===== src/rtl/bus_yield_pkg.sv =====
package bus_yield_pkg;
    typedef enum logic [2:0] {
        ST_OWN   = 3'd0,
        ST_WAIT  = 3'd1,
        ST_HALT  = 3'd2,
        ST_RUN   = 3'd3,
        ST_STALL = 3'd4
    } yield_state_t;
endpackage


===== src/rtl/req_sync.sv =====
module req_sync #(
    parameter int   STAGES    = 2,
    parameter logic RESET_VAL = 1'b1
) (
    input  logic clk,
    input  logic rst_n,
    input  logic async_in,
    output logic sync_out
);
    logic [STAGES-1:0] chain_q;

    always_ff @(posedge clk or negedge rst_n) begin
        if (!rst_n) chain_q <= {STAGES{RESET_VAL}};
        else        chain_q <= {chain_q[STAGES-2:0], async_in};
    end

    assign sync_out = chain_q[STAGES-1];
endmodule


===== src/rtl/yield_fsm.sv =====
module yield_fsm
    import bus_yield_pkg::*;
(
    input  logic clk,
    input  logic rst_n,
    input  logic req,
    input  logic core_reset,
    input  logic xfer_busy,
    input  logic xfer_last,
    input  logic next_needs_bus,
    input  logic go_mode,
    output logic bgrant_n,
    output logic drive_en,
    output logic core_halt
);
    yield_state_t state_q, state_d;
    logic safe_point;
    logic lent;
    yield_state_t lend_target;

    // A safe point: no access pending, the final cycle of one, or core in reset
    assign safe_point  = core_reset || !xfer_busy || xfer_last;
    assign lend_target = go_mode ? ST_RUN : ST_HALT;

    always_ff @(posedge clk or negedge rst_n) begin
        if (!rst_n) state_q <= ST_OWN;
        else        state_q <= state_d;
    end

    always_comb begin
        state_d = state_q;
        unique case (state_q)
            ST_OWN: begin
                if (req) state_d = safe_point ? lend_target : ST_WAIT;
            end
            ST_WAIT: begin
                if (!req)           state_d = ST_OWN;
                else if (safe_point) state_d = lend_target;
            end
            ST_RUN: begin
                if (!req)               state_d = ST_OWN;
                else if (next_needs_bus) state_d = ST_STALL;
            end
            ST_HALT, ST_STALL: begin
                if (!req) state_d = ST_OWN;
            end
            default: state_d = ST_OWN;
        endcase
    end

    always_comb begin
        lent      = (state_q == ST_HALT) || (state_q == ST_RUN) || (state_q == ST_STALL);
        bgrant_n  = !lent;
        drive_en  = !lent;
        core_halt = (state_q == ST_HALT) || (state_q == ST_STALL) ||
                    ((state_q == ST_RUN) && next_needs_bus);
    end

    // an idle request is lent at the next edge
    assert_idle_lend_R2: assert property (@(posedge clk) disable iff (!rst_n)
        (state_q == ST_OWN && req && !xfer_busy) |=> (bgrant_n == 1'b0));

    // a request during a non-final access cycle must wait
    assert_no_mid_access_R3: assert property (@(posedge clk) disable iff (!rst_n)
        (state_q == ST_OWN && req && xfer_busy && !xfer_last && !core_reset)
        |=> (state_q == ST_WAIT));

    // run-on core stalls on its first external access
    assert_go_stall_R5: assert property (@(posedge clk) disable iff (!rst_n)
        (state_q == ST_RUN && req && next_needs_bus) |=> (state_q == ST_STALL && core_halt));

    // withdrawal while lent returns the bus
    assert_release_R6: assert property (@(posedge clk) disable iff (!rst_n)
        (!bgrant_n && !req) |=> (bgrant_n && drive_en));

    // core reset does not block the request
    assert_reset_lend_R7: assert property (@(posedge clk) disable iff (!rst_n)
        (state_q == ST_OWN && req && core_reset) |=> (!bgrant_n));

    // withdrawal while waiting never grants
    assert_wait_abort_R10: assert property (@(posedge clk) disable iff (!rst_n)
        (state_q == ST_WAIT && !req) |=> (state_q == ST_OWN && bgrant_n));
endmodule


===== src/rtl/bus_yield_ctrl.sv =====
module bus_yield_ctrl #(
    parameter int SYNC_STAGES = 2
) (
    input  logic clk,
    input  logic rst_n,
    input  logic breq_n,
    input  logic core_reset,
    input  logic xfer_busy,
    input  logic xfer_last,
    input  logic next_needs_bus,
    input  logic go_mode,
    output logic bgrant_n,
    output logic drive_en,
    output logic core_halt
);
    logic breq_n_sync;
    logic req_active;

    req_sync #(.STAGES(SYNC_STAGES), .RESET_VAL(1'b1)) u_sync (
        .clk      (clk),
        .rst_n    (rst_n),
        .async_in (breq_n),
        .sync_out (breq_n_sync)
    );

    assign req_active = !breq_n_sync;

    yield_fsm u_fsm (
        .clk            (clk),
        .rst_n          (rst_n),
        .req            (req_active),
        .core_reset     (core_reset),
        .xfer_busy      (xfer_busy),
        .xfer_last      (xfer_last),
        .next_needs_bus (next_needs_bus),
        .go_mode        (go_mode),
        .bgrant_n       (bgrant_n),
        .drive_en       (drive_en),
        .core_halt      (core_halt)
    );

    // drivers are off whenever the grant is active
    assert_grant_hiz_R8: assert property (@(posedge clk) disable iff (!rst_n)
        $fell(bgrant_n) |-> $fell(drive_en));
endmodule


===== config.mk =====
export PLATFORM = sky130hd
export DESIGN_NAME = bus_yield_ctrl
export DESIGN_NICKNAME = d
export VERILOG_FILES = /design/src/rtl/bus_yield_pkg.sv /design/src/rtl/req_sync.sv /design/src/rtl/yield_fsm.sv /design/src/rtl/bus_yield_ctrl.sv
export SDC_FILE = /design/constraint.sdc
export NUM_CORES = 1
export LEC_CHECK = 0
export BUFFER_PORTS_ARGS = -buffer_cell sky130_fd_sc_hd__buf_2
export CAP_MARGIN = 30
export CORE_AREA = 8 8 45 47
export CTS_BUF_LIST = sky130_fd_sc_hd__clkbuf_4 sky130_fd_sc_hd__clkbuf_8
export CTS_CLUSTER_SIZE = 16
export DETAILED_ROUTE_END_ITERATION = 7
export DIE_AREA = 0 0 53 55
export GPL_TIMING_DRIVEN = 0
export PLACE_DENSITY_LB_ADDON = 0.25
export SYNTH_ARGS = -nofsm -noshare
export SYNTH_HDL_FRONTEND = slang
export SYNTH_SLANG_ARGS = --single-unit

===== constraint.sdc =====
create_clock -name clk -period 2.1 [get_ports clk]
set_input_delay 0.315 -clock clk [delete_from_list [all_inputs] [get_ports clk]]
set_output_delay 0.315 -clock clk [all_outputs]
set_load 0.005 [all_outputs]

==> Flow_metrics.wiki <==
{| class="wikitable"
! Metric !! Value
|-
| Status || completed
|-
| Worst slew margin relative to its limit || 82.7%
|-
| Part of the cycle the worst path needs || 74.0%
|-
| Aggregate negative setup slack || 0 ns
|-
| CP delay by family, top || flip-flops
|-
| Final hold violations || 0
|-
| Global router's overall resource usage || 4.66%
|-
| Cell variety after synth || 14
|-
| Maximum clock frequency || 644 MHz
|-
| Routed wl met3 || 98 um
|-
| Initial antenna violation count || 0
|-
| Pwr/cell area || 810 nW/um^2
|-
| Via count || 199
|-
| Total clock sinks || 5
|-
| Count of final max-slew check failures || 0
|-
| Post-synthesis cell count || 19
|-
| Max_cap viols || 0
|-
| HPWL Detailed || 399 um
|-
| Layout overhead on the synthesized area || 48.1%
|-
| Worst clock skew || 0.00696 ns
|-
| DRT Pass-1 Iters || 3
|-
| Post-synthesis area per instance || 12.1 sq um
|-
| Crit Path Max Fanout || 6
|-
| Worst setup margin || 0.547 ns
|-
| Critical Path Source Type || flop
|-
| Via count of the first global-routing pass || 233
|-
| Ports || 11
|-
| Routed wire per std cell || 10.4 um
|-
| Layout Nets || 43
|-
| Final setup violation count || 0
|-
| Required arrival time at the worst endpoint || 1.78 ns
|-
| FILL cells || 154
|-
| Post-layout power || 275 uW
|-
| Start-to-end type of the worst setup path || reg -> out
|-
| DRC violations left || 0
|-
| Final design instance area without fill || 339 sq um
|-
| Share of layout cells above drive strength 1 || 55.9%
|-
| Clk buf depth || 2
|-
| Starting utilization of the core area || 16.5%
|-
| Netlist area before placement || 229 sq um
|-
| Number of levels in the clock H-tree || 1
|-
| Wire length of the first global-routing pass || 924 um
|-
| Critical-path top delay cell || dfrtp_1
|-
| TritonCTS clock tree || yes
|-
| Count of state elements after synthesis || 5
|-
| Yosys warning count || 0
|-
| PortBufs || 10
|-
| Metal-1 WL || 200 um
|-
| Total inserted antenna cells || 0
|-
| Arrival time at the worst endpoint || 1.24 ns
|-
| Count of nets left with antenna violations after detail routing || 0
|-
| Core region area || 1380 sq um
|-
| Standard-cell row count || 14
|-
| Top metal layer carrying routed signals || met3
|-
| Leftover overflow at the end of global routing || 0
|-
| Cts bufs inserted || 3
|-
| Reg clk slew, reported paths || 0.05 ns
|-
| Detailed Route Iter0 Violations || 1
|-
| Unrepaired setup endpoints after global routing || no
|-
| Total Die Area || 2920 sq um
|-
| Number of gates given a new drive strength after cts || 0
|-
| Worst-Skew Late Latency || 0.25 ns
|-
| Sequential share of the synthesized area || 55.7%
|-
| Cell Area, Placed || 299 sq um
|-
| IR Drop Worst-Case VDD || 0.000281 V
|-
| Transition time of the tightest slew-check pin || 0.259 ns
|-
| Classification of the worst-slack hold path || in -> reg
|-
| Cell at the root of the clock tree || clkbuf_4
|-
| Total Routed Length || 518 um
|-
| Die span in y || 55 um
|-
| Endpoint class of the critical path || output pin
|-
| Delay of the slowest cell on the worst path || 0.43 ns
|-
| Cells along the critical path || nor2_1, a21oi_1, buf_4, buf_2
|-
| Final critical-path required period || 1.55 ns
|-
| Width of the die || 53 um
|-
| Met2 routed wirelength || 219 um
|-
| Critical path buffer and inverter count || 2
|-
| Static leakage || 0.000156 uW
|-
| Synthesized net count || 27
|-
| Post-Place Worst Slack || 0.805 ns
|-
| Global placer's final weighted congestion || 0.643
|-
| Average vias per placed instance || 3.98
|-
| Maximum number of pins on one net before global-route repair || 7
|}
[sequential cells by signal, summed over array words and instances (netlist names)]
name / flops
u_fsm.state_q: 3
u_sync.chain_q: 2
[cell usage after synthesis (all sizes together)]
cell type,count,area share (%)
dfstp,2,23
dfrtp,3,33
a22o,1,3.8
nor3b,1,5.5
nor3,1,2.2
nor2,2,3.3
nor2b,1,2.7
buf,1,3.3
a311o,1,4.4
a2111oi,1,6.6
inv,1,1.6
a21oi,2,4.4
nand2b,1,2.7
a32oi,1,3.8
[per-layer routing]
metal / vias up / GRT usage (%)
met5: - / 0
met2: 10 / 6.45
met1: 86 / 3.69
met4: 0 / 3.88
li1: 103 / -
met3: 0 / 5.08
[what timing repair did]
action,in CTS,in global routing
buffers inserted,0,0
endpoints found under the setup margin,0,0
hold endpoints to repair,3,0
hold buffers,1,0
[kinds of logic after synthesis]
group,share of synthesized area (%)
compound gates,23.0
flops,55.7
simple gates,16.4
buf+inv,4.92
[final timing paths]
kind	from	slack, ns	cells after the start	endpoint
setup / recovery	u_fsm.state_q[1]$_DFFE_PN0P_	0.55	4	drive_en
hold / removal	breq_n	0.17	1	u_sync.chain_q[0]$_DFF_PN1_
setup reg to reg	u_fsm.state_q[1]$_DFFE_PN0P_	1.11	3	u_fsm.state_q[2]$_DFFE_PN0P_
hold reg to reg	u_sync.chain_q[0]$_DFF_PN1_	0.35	0	u_sync.chain_q[1]$_DFF_PN1_
max in group asynchronous	rst_n	1.47	2	u_sync.chain_q[1]$_DFF_PN1_
min in group asynchronous	rst_n	0.41	2	u_fsm.state_q[1]$_DFFE_PN0P_
[final cells by class]
cell class / count / area (sq um) / share of cell area (%)
buffer: 1 / 7.51 / 2.21
clock buffer: 4 / 30.0 / 8.86
inverter: 1 / 3.75 / 1.11
multi-input combinational: 12 / 90.1 / 26.6
sequential: 5 / 128 / 37.6
tap: 16 / 20.0 / 5.90
timing repair buffer: 11 / 60.1 / 17.7
[through the flow]
stage	hold WS (ns)	instances	util, %
3_3_place_gp	0.128	45	21.6
5_1_grt	0.157	50	24.5
6_report	0.174	50	24.5
4_1_cts	0.158	50	24.5
3_5_place_dp	0.135	45	21.6
2_1_floorplan	0.0194	19	-
[where the power goes]
| part | total (uW) | switching, uW | internal, uW |
|---|---|---|---|
| sequential | 110 | 6.24 | 104 |
| clock | 128 | 43.4 | 85.0 |
| combinational | 36.1 | 15.1 | 21.0 |
| total | 275 | 64.7 | 210 |
[cell usage in the layout (no fill, tap or decap)]
cell           synthesis  layout
a311o_1                1       1
clkbuf_4               0       4
a32oi_1                1       1
buf_2                  0      10
a22o_1                 1       1
nor2_1                 2       2
nor3_1                 1       1
dfstp_2                2       2
a2111oi_2              1       1
dfrtp_1                3       3
nor2b_1                1       1
nor3b_2                1       1
a21oi_1                2       2
dlygate4sd3_1          0       1
inv_1                  1       1
nand2b_1               1       1
buf_4                  1       1
(Power assumes the default switching activity.)
